## config.mk

```make
export PLATFORM = sky130hd
export DESIGN_NAME = nand_bridge
export DESIGN_NICKNAME = d
export VERILOG_FILES = /design/src/rtl/nand_bridge.sv
export SDC_FILE = /design/constraint.sdc
export NUM_CORES = 1
export LEC_CHECK = 0
export BUFFER_PORTS_ARGS = -buffer_cell sky130_fd_sc_hd__buf_2
export CAP_MARGIN = 40
export CORE_UTILIZATION = 47
export CTS_CLUSTER_DIAMETER = 30
export DETAILED_ROUTE_END_ITERATION = 7
export PLACE_DENSITY = 0.85
export SLEW_MARGIN = 20
export SYNTH_ARGS = -nofsm -noshare
export SYNTH_HDL_FRONTEND = slang
export SYNTH_SLANG_ARGS = --single-unit
export TNS_END_PERCENT = 1
```

## constraint.sdc

```tcl
create_clock -name clk -period 2.75 [get_ports clk]
set_input_delay 0.825 -clock clk [delete_from_list [all_inputs] [get_ports clk]]
set_output_delay 0.825 -clock clk [all_outputs]
set_load 0.1 [all_outputs]
```

## src/rtl/nand_bridge.sv

```systemverilog
module nand_bridge #(
  parameter int WE_LOW = 3,
  parameter int HOLD   = 2,
  parameter int RE_LOW = 4
) (
  input  logic        clk,
  input  logic        rst_n,
  input  logic        bus_req,
  input  logic        bus_we,
  input  logic        bus_addr,
  input  logic [31:0] bus_wdata,
  output logic [31:0] bus_rdata,
  output logic        bus_ack,
  output logic        fl_ce_n,
  output logic        fl_cle,
  output logic        fl_ale,
  output logic        fl_we_n,
  output logic        fl_re_n,
  output logic [7:0]  fl_io_out,
  output logic        fl_io_oe,
  input  logic [7:0]  fl_io_in,
  input  logic        fl_rb_n
);
  localparam int MAXC = (WE_LOW > HOLD) ? ((WE_LOW > RE_LOW) ? WE_LOW : RE_LOW)
                                        : ((HOLD > RE_LOW) ? HOLD : RE_LOW);
  localparam int CW = $clog2(MAXC + 1);
  localparam logic [CW-1:0] WE_LD = CW'(WE_LOW - 1);
  localparam logic [CW-1:0] HD_LD = CW'(HOLD - 1);
  localparam logic [CW-1:0] RE_LD = CW'(RE_LOW - 1);

  typedef enum logic [1:0] {S_IDLE, S_WLOW, S_WHOLD, S_RLOW} st_t;

  st_t           st;
  logic [CW-1:0] cnt;
  logic [1:0]    rb_sync;
  logic          ce, armed;

  wire [2:0] op   = bus_wdata[30:28];
  wire       busy = ~rb_sync[1];
  wire       take = bus_req && !bus_ack && st == S_IDLE;
  wire       unused_bits = ^{bus_wdata[27:24], bus_wdata[15:0]};

  assign fl_ce_n = ~ce;

  always_ff @(posedge clk or negedge rst_n)
    if (!rst_n) rb_sync <= 2'b11;
    else        rb_sync <= {rb_sync[0], fl_rb_n};

  always_ff @(posedge clk or negedge rst_n) begin
    if (!rst_n) begin
      st <= S_IDLE; cnt <= '0; ce <= 1'b0; armed <= 1'b0;
      fl_cle <= 1'b0; fl_ale <= 1'b0; fl_we_n <= 1'b1; fl_re_n <= 1'b1;
      fl_io_out <= 8'h00; fl_io_oe <= 1'b0; bus_ack <= 1'b0; bus_rdata <= '0;
    end else begin
      bus_ack <= 1'b0;
      case (st)
        S_IDLE:
          if (take) begin
            if (bus_we) begin
              ce <= bus_wdata[31];
              case (op)
                3'd0, 3'd1, 3'd3: begin
                  fl_io_out <= bus_wdata[23:16];
                  fl_cle    <= (op == 3'd0);
                  fl_ale    <= (op == 3'd1);
                  fl_io_oe  <= 1'b1;
                  fl_we_n   <= 1'b0;
                  armed     <= 1'b0;
                  cnt       <= WE_LD;
                  st        <= S_WLOW;
                end
                3'd2: begin
                  armed   <= 1'b1;
                  bus_ack <= 1'b1;
                end
                default: bus_ack <= 1'b1;
              endcase
            end else if (!bus_addr && armed) begin
              fl_re_n <= 1'b0;
              cnt     <= RE_LD;
              st      <= S_RLOW;
            end else begin
              bus_rdata <= {16'h0000, busy, 15'h0000};
              bus_ack   <= 1'b1;
            end
          end
        S_WLOW:
          if (cnt == '0) begin
            fl_we_n <= 1'b1;
            cnt     <= HD_LD;
            st      <= S_WHOLD;
          end else cnt <= cnt - 1'b1;
        S_WHOLD:
          if (cnt == '0) begin
            fl_io_oe <= 1'b0;
            fl_cle   <= 1'b0;
            fl_ale   <= 1'b0;
            bus_ack  <= 1'b1;
            st       <= S_IDLE;
          end else cnt <= cnt - 1'b1;
        S_RLOW:
          if (cnt == '0) begin
            fl_re_n   <= 1'b1;
            bus_rdata <= {8'h00, fl_io_in, busy, 15'h0000};
            bus_ack   <= 1'b1;
            st        <= S_IDLE;
          end else cnt <= cnt - 1'b1;
        default: st <= S_IDLE;
      endcase
    end
  end
endmodule


```

After elaboration in Yosys (flattened, before gate mapping)
Index checks and enable logic that the tools add are counted.
Operators by class
  add/subtract/negate cells: 1
  multipliers: 0
  divide/modulo/power cells: 0
  magnitude comparators: 0
  eq/ne operators: 19
  shift-type cells: 0
  muxes and demuxes: 48
  bitwise operators: 2
  reductions and logical operators: 23
Operator list (number)
  32-bit two-way mux: 4
  32-bit one-hot mux with 2 select lines: 1
  5-bit AND reduction: 5
  1-bit two-way mux: 22
  3-bit two-way mux: 6
  2-bit inequality test, second input constant: 8
  1-bit one-hot mux with 2 select lines: 7
  2-bit two-way mux: 6
  4-bit AND reduction: 3
  3-bit one-hot mux with 3 select lines: 1
  2-bit nonzero test: 4
  3-bit by 2-bit == test with 1-bit output, second input constant: 2
  3-bit zero test: 2
  2-bit by 1-bit inequality test with 1-bit output, second input constant: 3
  3-bit by 2-bit inequality test with 1-bit output, second input constant: 2
  2-bit one-hot mux with 3 select lines: 1
  2-bit == test, second input constant: 2
  3-bit by 1-bit == test with 1-bit output, second input constant: 1
  1-bit logical AND: 3
  3-bit AND reduction: 1
  3-bit OR reduction: 1
  3-bit by 1-bit subtractor with 3-bit output, second input constant: 1
  2-bit by 1-bit == test with 1-bit output, second input constant: 1
  1-bit zero test: 2
  3 further kinds: 4
Word-level totals
  register bits after elaboration: 55
  bits in latches: 0
  memory bits (writable): 0
  bits in read-only memories: 0
  bits of input ports: 46
  output and inout bits: 47
  logic and storage cells: 106
  memories: 0

Depth between registers and ports, before layout
Gate-level depths: netlist (run 1).
  depth in word-level cells: 6
  gate-level depth with buffers: 7
  gate-level depth less buffers: 6

Least setup slack after synthesis (run 1)
Ideal clock, no wire load.
  path type: register -> register
  start point: register bus_ack
  end point: register bus_rdata[15]
  arrival: 2.075 ns
  data required time: 2.676 ns
  setup slack: 0.600 ns
  stages on the path, launching flop included: 6
  path through: dfrtp_1 > or4b_4 > o32ai_4 > buf_6 > nor2_1 > a21oi_2
On the way
  longest elaborated chain between the ends: 5
Ends and longest elaborated chain
  start: declaration: RTL line 13  | output logic bus_ack,
  start signal: assignment: RTL line 53  | fl_io_out <= 8'h00; fl_io_oe <= 1'b0; bus_ack <= 1'b0; bus_rdata <= '0;
  start signal: assignment: RTL line 55  | bus_ack <= 1'b0;
  start signal: assignment: RTL line 74  | bus_ack <= 1'b1;
  1-bit zero test: RTL line 40  | wire take = bus_req && !bus_ack && st == S_IDLE;
  1-bit logical AND (2 in series): RTL line 40
  2-bit inequality test (no line)
  5-bit AND reduction (no line)
  end signal: assignment: RTL line 83  | bus_rdata <= {16'h0000, busy, 15'h0000};
  end signal: assignment: RTL line 104  | bus_rdata <= {8'h00, fl_io_in, busy, 15'h0000};
  end: declaration: RTL line 12  | output logic [31:0] bus_rdata,
No other way between the ends.
A chain may end at the register's enable or synchronous reset.

Worst setup path in the final report (run 1)
  start point: register fl_re_n
  end point: output port fl_re_n
RTL lines
  start: declaration: RTL line 18  | output logic fl_re_n,
  start signal: assignment: RTL line 52  | fl_cle <= 1'b0; fl_ale <= 1'b0; fl_we_n <= 1'b1; fl_re_n <= 1'b1;
  start signal: assignment: RTL line 79  | fl_re_n <= 1'b0;
  start signal: assignment: RTL line 103  | fl_re_n <= 1'b1;
No word-level cell between the ends.

==> summary.md, run 1 <==
| Metric | Value |
|---|---|
| Hold Fails Final Rpt | 0 |
| N_diodes | 0 |
| Seq/Total Area, Yosys | 0.491 |
| Vias in the first global route | 1,026 |
| CTS Hold Buffers Added | 0 |
| Crit. End Element | output port |
| Clock buffer count from CTS | 5 |
| CTS root buf | clkbuf_4 |
| Clock latency on the worst-skew pair | 0.32 ns |
| RD Place Congestion | 0.790 |
| DRC | 0 |
| Largest family of logic cells by synthesized area | buffers and inverters |
| Syn Area/Cell | 10.5 um^2 |
| Crit path DAT | 1.31 ns |
| Adder-cell share of the synthesized area | 0.0152 |
| H-tree level count | 2 |
| Chip width | 61.1 um |
| Slew @ Worst Pin | 0.682 ns |
| Mux cell area share after synthesis | 0.0686 |
| Worst R2R Setup Slack | 0.69 ns |
| Minimum hold slack | 0.361 ns |
| Mapped Area | 1640 um^2 |
| Final Setup Violations | 0 |
| Status | completed |
| Core area | 3340 um^2 |
| Yosys reg bits | 32 |
| YS warnings | 0 |
| CP top delay family | flip-flops |
| Total global-route track usage | 0.169 |
| Final ANT Viol Nets | 0 |
| Clk slew on worst S/H paths | 0.10 ns |
| Pin count of the biggest net entering global routing | 33 |
| Die height | 61.1 um |
| Post-Place Cell Area | 1850 um^2 |
| Final Cycle Share | 0.775 |
| Layout cells sized above 1 | 0.370 |
| IO buf count | 49 |
| FP Rows | 21 |
| Setup TNS | 0 ns |
| Clock sink count | 32 |
| Worst R2R Start | st[1] |
| Setup Skew | 0.0128 ns |
| Layout area overhead | 17.4% |
| Post-route cell area | 1930 um^2 |
| Syn Inst Count | 157 |
| Most used cells in the layout excluding fill and tap cells | buf_2, dfrtp_1, conb_1 |
| CTS tree | yes |
| First-pass GRT wire length | 4.49 mm |
| Netlist cell types | 38 |
| Initial core utilization | 0.492 |
| Die ar. | 3730 um^2 |
| Fillers | 316 |
| CP Cell Sequence | buf_2 |
| Remaining Overflow, GRT | 0 |
| Compound-Gate Fraction of Synth Area | 0.136 |
| Iter 0 DRT Violations | 59 |
| Buffers and inverters on the worst path | 1 |
| Util after Layout | 0.577 |
| RSZ-0062 raised after global routing | no |
| Detailed Place HPWL | 2.10 mm |
| Final number of max-transition violations | 0 |
| WL final | 2.87 mm |
| Vias | 1,196 |
| Most common cell after layout, fill and taps aside | buf_2 |
| Total of max-cap violations | 0 |
| Slew HR | 0.545 |
| Initial antenna violation count | 0 |
| Hold Path Class | reg2reg |
| Layout Nets | 258 |
| Synth Area in Simple Gates | 0.121 |
| Max Fclk | 469 MHz |
| CP max-delay cell | dfstp_2 |
| Worst setup startpoint | fl_re_n |
| XOR/XNOR share of the synthesized area | 0.00534 |
| Vias per cell | 4.65 |
| Post-CTS Setup Bufs | 0 |
| Min-Delay Startpoint | rb_sync[0] |
| WS Path Type | reg2out |
| Minimum clock period | 2.13 ns |
| Critical path peak fanout | 3 |
| DR WL/cell | 11.2 um |
| Worst endpoint required time | 1.93 ns |
| First-pass DRT Iterations | 4 |
| Ports | 93 |
| Clk buf depth | 2 |
| Worst stage delay on the critical path | 0.56 ns |
| Kind of launch point of the worst setup path | flip-flop |
| Post-CTS Resized | 0 |
## layer usage
layer  GRT usage  vias to the layer above  share of wire
met5           0                        -              0
met4      0.0714                        0          0.012
met3      0.0672                        4          0.060
met2       0.267                       53           0.47
met1       0.206                      546           0.45
li1            -                      593              -
## metrics by stage
| stage | setup WS [ns] | cells |
|---|---|---|
| floorplan | 0.600 | 179 |
| global placement | 0.485 | 249 |
| detailed placement | 0.454 | 249 |
| CTS | 0.607 | 257 |
| global route | 0.481 | 257 |
| finish | 0.619 | 257 |
## cells in the mapped netlist
cell type | number | share of area
xor2_1 | 1 | 0.0053
o32ai_4 | 1 | 0.017
a21oi_2 | 1 | 0.0053
or2_2 | 1 | 0.0038
nand2_1 | 5 | 0.011
clkbuf_1 | 3 | 0.0069
nor3b_1 | 2 | 0.0091
dfrtp_1 | 28 | 0.43
ha_1 | 2 | 0.015
inv_1 | 17 | 0.039
nor4b_1 | 1 | 0.0053
mux2_2 | 10 | 0.069
a2111oi_2 | 1 | 0.0091
dfstp_2 | 4 | 0.064
or4b_4 | 1 | 0.0084
a32o_1 | 1 | 0.0061
nand3_1 | 9 | 0.027
nand4b_1 | 1 | 0.0053
a21o_1 | 1 | 0.0046
o22ai_1 | 4 | 0.015
buf_1 | 1 | 0.0023
o21ai_0 | 11 | 0.034
o31ai_1 | 2 | 0.0091
conb_1 | 1 | 0.0023
nor2b_1 | 5 | 0.019
o22a_1 | 1 | 0.0053
nand3b_1 | 1 | 0.0046
buf_4 | 23 | 0.11
o21a_1 | 1 | 0.0046
o211ai_1 | 1 | 0.0046
buf_6 | 1 | 0.0069
or3_1 | 1 | 0.0038
nand2b_1 | 2 | 0.0076
a21oi_1 | 4 | 0.012
and2_0 | 1 | 0.0038
a22o_1 | 1 | 0.0053
nor2_1 | 5 | 0.011
a211oi_1 | 1 | 0.0046
## area by class of cell
| cell class | instances | area, um^2 | area share |
|---|---|---|---|
| Tap cell | 46 | 57.6 | 0.0299 |
| Inverter | 17 | 63.8 | 0.0331 |
| Clock buffer | 6 | 41.3 | 0.0214 |
| Timing Repair Buffer | 52 | 268 | 0.139 |
| Multi-Input combinational cell | 102 | 656 | 0.340 |
| Clock inverter | 2 | 35.0 | 0.0182 |
| Sequential cell | 32 | 806 | 0.418 |
## registers in the layout (all words and copies together) (netlist names)
register and count:
bus_rdata 9, fl_io_out 8, cnt 3, rb_sync 2, st 2, armed 1
bus_ack 1, ce 1, fl_ale 1, fl_cle 1, fl_io_oe 1, fl_re_n 1
fl_we_n 1
## cell families (layout without fill, tap and decap cells)
| group | count (synthesis) | in the layout |
|---|---|---|
| xor gates and xnor gates | 1 | 1 |
| other | 1 | 23 |
| buffers and inverters | 45 | 77 |
| and+or+nand+nor | 35 | 35 |
| AOI/OAI and AO/OA | 31 | 31 |
| adders and majority gates | 2 | 2 |
| DFF | 32 | 32 |
| muxes | 10 | 10 |
## final timing paths
path	endpoint	depth (start not counted)
setup / recovery	fl_re_n	1
hold / removal	rb_sync[1]	0
setup reg to reg	bus_rdata[23]	4
hold reg to reg	rb_sync[1]	0
max in group asynchronous	bus_rdata[23]	1
min in group asynchronous	bus_ack	1
Power of run 1 is left out: the tool's default activity adds up to more than one toggle a clock period on the data nets, which glitch-free logic cannot reach.
==> inputs of run 2 (changes only) <==
--- a/config.mk
+++ b/config.mk
@@ -7,10 +7,10 @@
 export LEC_CHECK = 0
 export BUFFER_PORTS_ARGS = -buffer_cell sky130_fd_sc_hd__buf_2
 export CAP_MARGIN = 40
-export CORE_UTILIZATION = 47
+export CORE_UTILIZATION = 44
 export CTS_CLUSTER_DIAMETER = 30
 export DETAILED_ROUTE_END_ITERATION = 7
-export PLACE_DENSITY = 0.85
+export PLACE_DENSITY = 0.8
 export SLEW_MARGIN = 20
 export SYNTH_ARGS = -nofsm -noshare
 export SYNTH_HDL_FRONTEND = slang
==> constraint.sdc (replaced) <==
create_clock -name clk -period 2.1 [get_ports clk]
set_input_delay 0.63 -clock clk [delete_from_list [all_inputs] [get_ports clk]]
set_output_delay 0.63 -clock clk [all_outputs]
set_load 0.1 [all_outputs]
==> run 2 against run 1 <==
Net effect:
- final cell count increased by 1.9%
- clock-buffer cell count increased by 2
- first-iteration DRC count decreased by 44%
- largest cell class unchanged
- via count increased by 1.9%
- sequential share of layout area decreased by 1.5 points
- die area increased by 6.6%
- flip-flop and latch count unchanged
- utilization increased by 0.42 points
- register-to-register slack got worse by 0.24 ns
- global-route usage decreased by 0.88 points
- wire length increased by 4.3%
==> summary.md, run 2 (synthesized netlist as in run 1, its figures left out) <==
| Metric | Value |
|---|---|
| Status | completed |
| Post-CTS Resized | 0 |
| Crit. End Element | output port |
| Remaining Overflow, GRT | 0 |
| Final ANT Viol Nets | 0 |
| Largest registers | bus_rdata x9, fl_io_out x8, cnt x3 |
| Worst endpoint required time | 1.47 ns |
| Worst stage delay on the critical path | 0.54 ns |
| CP Cell Sequence | buf_2 |
| Max Fclk | 533 MHz |
| Clock latency on the worst-skew pair | 0.28 ns |
| Post-route cell area | 2000 um^2 |
| Most used cells in the layout excluding fill and tap cells | buf_2, dfrtp_1, conb_1 |
| Clk slew on worst S/H paths | 0.06 ns |
| Hold Fails Final Rpt | 0 |
| DR WL/cell | 11.4 um |
| Final Setup Violations | 0 |
| Vias | 1,219 |
| Hold Path Class | in2async |
| RD Place Congestion | 0.808 |
| Initial antenna violation count | 0 |
| Setup Skew | 0.00387 ns |
| Die height | 63.1 um |
| Critical path peak fanout | 3 |
| Initial core utilization | 0.477 |
| Setup TNS | 0 ns |
| Final number of max-transition violations | 0 |
| CTS Hold Buffers Added | 0 |
| CTS tree | yes |
| Most common cell after layout, fill and taps aside | buf_2 |
| Ports | 93 |
| Total global-route track usage | 0.160 |
| Crit path DAT | 1.25 ns |
| RSZ-0062 raised after global routing | no |
| WS Path Type | reg2out |
| CTS root buf | clkbuf_8 |
| Post-CTS Setup Bufs | 0 |
| Top reg by flops | bus_rdata |
| First-pass DRT Iterations | 4 |
| CP top delay family | flip-flops |
| Fin worst setup slack | 0.222 ns |
| WL final | 3.00 mm |
| Layout cells sized above 1 | 0.389 |
| Layout area overhead | 22.0% |
| Total of max-cap violations | 0 |
| Post-Place Cell Area | 1900 um^2 |
| DRC | 0 |
| First-pass GRT wire length | 4.90 mm |
| Die ar. | 3980 um^2 |
| Core area | 3440 um^2 |
| Clock buffer count from CTS | 5 |
| FP Rows | 21 |
| Clk buf depth | 2 |
| Vias in the first global route | 1,159 |
| CP max-delay cell | dfstp_2 |
| Kind of launch point of the worst setup path | flip-flop |
| Iter 0 DRT Violations | 33 |
| H-tree level count | 2 |
| Buffers and inverters on the worst path | 1 |
| Clock sink count | 32 |
| Vias per cell | 4.65 |
| Chip width | 63.1 um |
| Layout Nets | 263 |
| Final Cycle Share | 0.894 |
| DP Worst Slack | 0.0615 ns |
| Detailed Place HPWL | 2.29 mm |
| Minimum clock period | 1.88 ns |
| IO buf count | 49 |
| Pin count of the biggest net entering global routing | 33 |
| Largest register FFs | 9 |
| N_diodes | 0 |
run 2: cell count changes in the layout (fill, tap and decap cells not counted), sizes merged:
cell and change:
buf +5, bufinv -1, clkbuf +2, clkinv -1
run 2: final cells by class:
| type | count | area [um^2] |
|---|---|---|
| timing repair buffer | 57 | 318 |
| multi-input combinational | 102 | 656 |
| sequential | 32 | 807 |
| tap | 46 | 57.6 |
| inverter | 17 | 63.8 |
| clock buffer | 8 | 100 |
| fill | 312 | 1440 |
run 2: stage by stage:
stage / cells / util / hold slack [ns]
2_1_floorplan: 179 / - / 0.334
3_3_place_gp: 254 / 0.553 / 0.346
3_5_place_dp: 254 / 0.553 / 0.350
4_1_cts: 262 / 0.582 / 0.359
5_1_grt: 262 / 0.582 / 0.363
6_report: 262 / 0.582 / 0.357
run 2: path summary, 6_finish.rpt:
check,from,to,slack (ns),depth (start not counted)
max in group asynchronous,rst_n,rb_sync[1],1.42,2
min in group clk,rb_sync[0],rb_sync[1],0.36,0
min,rst_n,bus_rdata[18],0.36,2
max,fl_re_n,fl_re_n,0.22,1
max reg2reg,st[1],bus_rdata[21],0.45,5
min reg2reg,rb_sync[0],rb_sync[1],0.36,0
run 2: per-layer routing:
| metal | part of all wire | track usage | up-vias |
|---|---|---|---|
| li1 | - | - | 596 |
| met1 | 0.44 | 0.192 | 566 |
| met2 | 0.47 | 0.270 | 51 |
| met3 | 0.071 | 0.0525 | 6 |
| met4 | 0.014 | 0.0523 | 0 |
| met5 | 0 | 0 | - |
run 2: worst register-to-register path, stage by stage (launching register included):
cell     delay [ns]
dfrtp_1        0.40
or4b_4         0.57
o32ai_4        0.26
buf_12         0.18
nand3_1        0.09
o21ai_0        0.10
Power of run 2 is left out for the same reason.
==> inputs of run 3 (changes only) <==
--- a/config.mk
+++ b/config.mk
@@ -7,10 +7,10 @@
 export LEC_CHECK = 0
 export BUFFER_PORTS_ARGS = -buffer_cell sky130_fd_sc_hd__buf_2
 export CAP_MARGIN = 40
-export CORE_UTILIZATION = 44
+export CORE_UTILIZATION = 47
 export CTS_CLUSTER_DIAMETER = 30
 export DETAILED_ROUTE_END_ITERATION = 7
-export PLACE_DENSITY = 0.8
+export PLACE_DENSITY = 0.85
 export SLEW_MARGIN = 20
 export SYNTH_ARGS = -nofsm -noshare
 export SYNTH_HDL_FRONTEND = slang
==> constraint.sdc (replaced) <==
create_clock -name clk -period 2.4 [get_ports clk]
set_input_delay 0.72 -clock clk [delete_from_list [all_inputs] [get_ports clk]]
set_output_delay 0.72 -clock clk [all_outputs]
set_load 0.1 [all_outputs]
==> run 3 against run 2 <==
Net effect:
- first-iteration DRC count increased by 18%
- critical path depth unchanged
- register-to-register slack improved by 0.03 ns
- wire length decreased by 5.8%
- via count decreased by 2.0%
- flip-flop and latch count unchanged
- sequential share of layout area increased by 1.2 points
- utilization about the same
- global-route usage increased by 0.41 points
- setup slack improved by 0.14 ns
==> summary.md, run 3 (synthesized netlist as in run 1, its figures left out) <==
| Metric | Value |
|---|---|
| First-pass GRT wire length | 4.41 mm |
| Vias per cell | 4.61 |
| CP max-delay cell | dfstp_2 |
| H-tree level count | 2 |
| Final ANT Viol Nets | 0 |
| Pin count of the biggest net entering global routing | 33 |
| CP top delay family | flip-flops |
| Worst endpoint required time | 1.68 ns |
| Slew @ Worst Pin | 0.705 ns |
| IO buf count | 49 |
| Setup TNS | 0 ns |
| CTS Hold Buffers Added | 0 |
| Hold Path Class | reg2reg |
| Final Setup Violations | 0 |
| Clock buffer count from CTS | 5 |
| Die ar. | 3730 um^2 |
| Post-Place Cell Area | 1870 um^2 |
| Ports | 93 |
| CTS tree | yes |
| Clk slew on worst S/H paths | 0.11 ns |
| RD Place Congestion | 0.802 |
| Layout cells sized above 1 | 0.376 |
| Most common cell after layout, fill and taps aside | buf_2 |
| Setup Skew | 0.0142 ns |
| DR WL/cell | 10.9 um |
| Initial antenna violation count | 0 |
| Largest register FFs | 9 |
| Core area | 3340 um^2 |
| Final number of max-transition violations | 0 |
| Chip width | 61.1 um |
| Util after Layout | 0.582 |
| First-pass DRT Iterations | 4 |
| Vias in the first global route | 1,003 |
| CP Cell Sequence | buf_2 |
| Hold Fails Final Rpt | 0 |
| Status | completed |
| Crit. End Element | output port |
| WL final | 2.82 mm |
| Layout area overhead | 18.3% |
| Most used cells in the layout excluding fill and tap cells | buf_2, dfrtp_1, conb_1 |
| Iter 0 DRT Violations | 39 |
| Slew HR | 0.530 |
| CTS root buf | clkbuf_4 |
| Clock latency on the worst-skew pair | 0.33 ns |
| Post-route cell area | 1940 um^2 |
| WS Path Type | reg2out |
| DRC | 0 |
| Post-CTS Setup Bufs | 0 |
| Die height | 61.1 um |
| Max Fclk | 490 MHz |
| Layout Nets | 260 |
| Post-CTS Resized | 0 |
| N_diodes | 0 |
| Clk buf depth | 2 |
| Total global-route track usage | 0.165 |
| Minimum clock period | 2.04 ns |
| Top reg by flops | bus_rdata |
| Largest registers | bus_rdata x9, fl_io_out x8, cnt x3 |
| Clock sink count | 32 |
| Detailed Place HPWL | 2.05 mm |
| Kind of launch point of the worst setup path | flip-flop |
| RSZ-0062 raised after global routing | no |
| Initial core utilization | 0.492 |
| FP Rows | 21 |
| Critical path peak fanout | 3 |
| Total of max-cap violations | 0 |
| Crit path DAT | 1.32 ns |
| Worst stage delay on the critical path | 0.56 ns |
| Vias | 1,195 |
| Remaining Overflow, GRT | 0 |
| Buffers and inverters on the worst path | 1 |
| Final Cycle Share | 0.851 |
[run 3: changes by cell type in the layout (fill, tap and decap cells not counted)]
cell	previous run	this run
buf_12	1	0
buf_4	7	5
bufinv_16	0	1
clkbuf_4	0	5
clkbuf_8	7	0
clkinv_2	0	1
dfrtp_1	27	28
dfrtp_2	1	0
[run 3: final timing paths]
kind / start / end / slack [ns] / cells past startpoint
max in group asynchronous: rst_n / bus_rdata[16] / 1.52 / 1
setup / recovery: fl_re_n / fl_re_n / 0.36 / 1
setup reg to reg: st[0] / bus_rdata[16] / 0.48 / 5
min in group asynchronous: rst_n / fl_io_oe / 0.43 / 1
hold / removal: rb_sync[0] / rb_sync[1] / 0.36 / 0
hold reg to reg: rb_sync[0] / rb_sync[1] / 0.36 / 0
[run 3: layout make-up]
cell class,instances,area [um^2]
Timing Repair Buffer,54,283
Tap cell,46,57.6
Clock inverter,2,35.0
Inverter,17,63.8
Clock buffer,6,41.3
Multi-Input combinational cell,102,656
Fill cell,315,1400
Sequential cell,32,806
[run 3: layer usage]
layer | vias up | track usage | wire length (um)
met5 | - | 0 | 0
met4 | 0 | 0.0584 | 36
met3 | 6 | 0.0630 | 241
met2 | 51 | 0.248 | 1200
met1 | 546 | 0.216 | 1350
li1 | 592 | - | -
[run 3: stage by stage]
stage | hold WS [ns] | setup WS [ns] | std cells
2_1_floorplan | 0.345 | 0.250 | 179
3_3_place_gp | 0.346 | 0.322 | 251
3_5_place_dp | 0.350 | 0.319 | 251
4_1_cts | 0.365 | 0.354 | 259
5_1_grt | 0.374 | 0.327 | 259
6_report | 0.364 | 0.358 | 259
Power of run 3 is left out for the same reason.
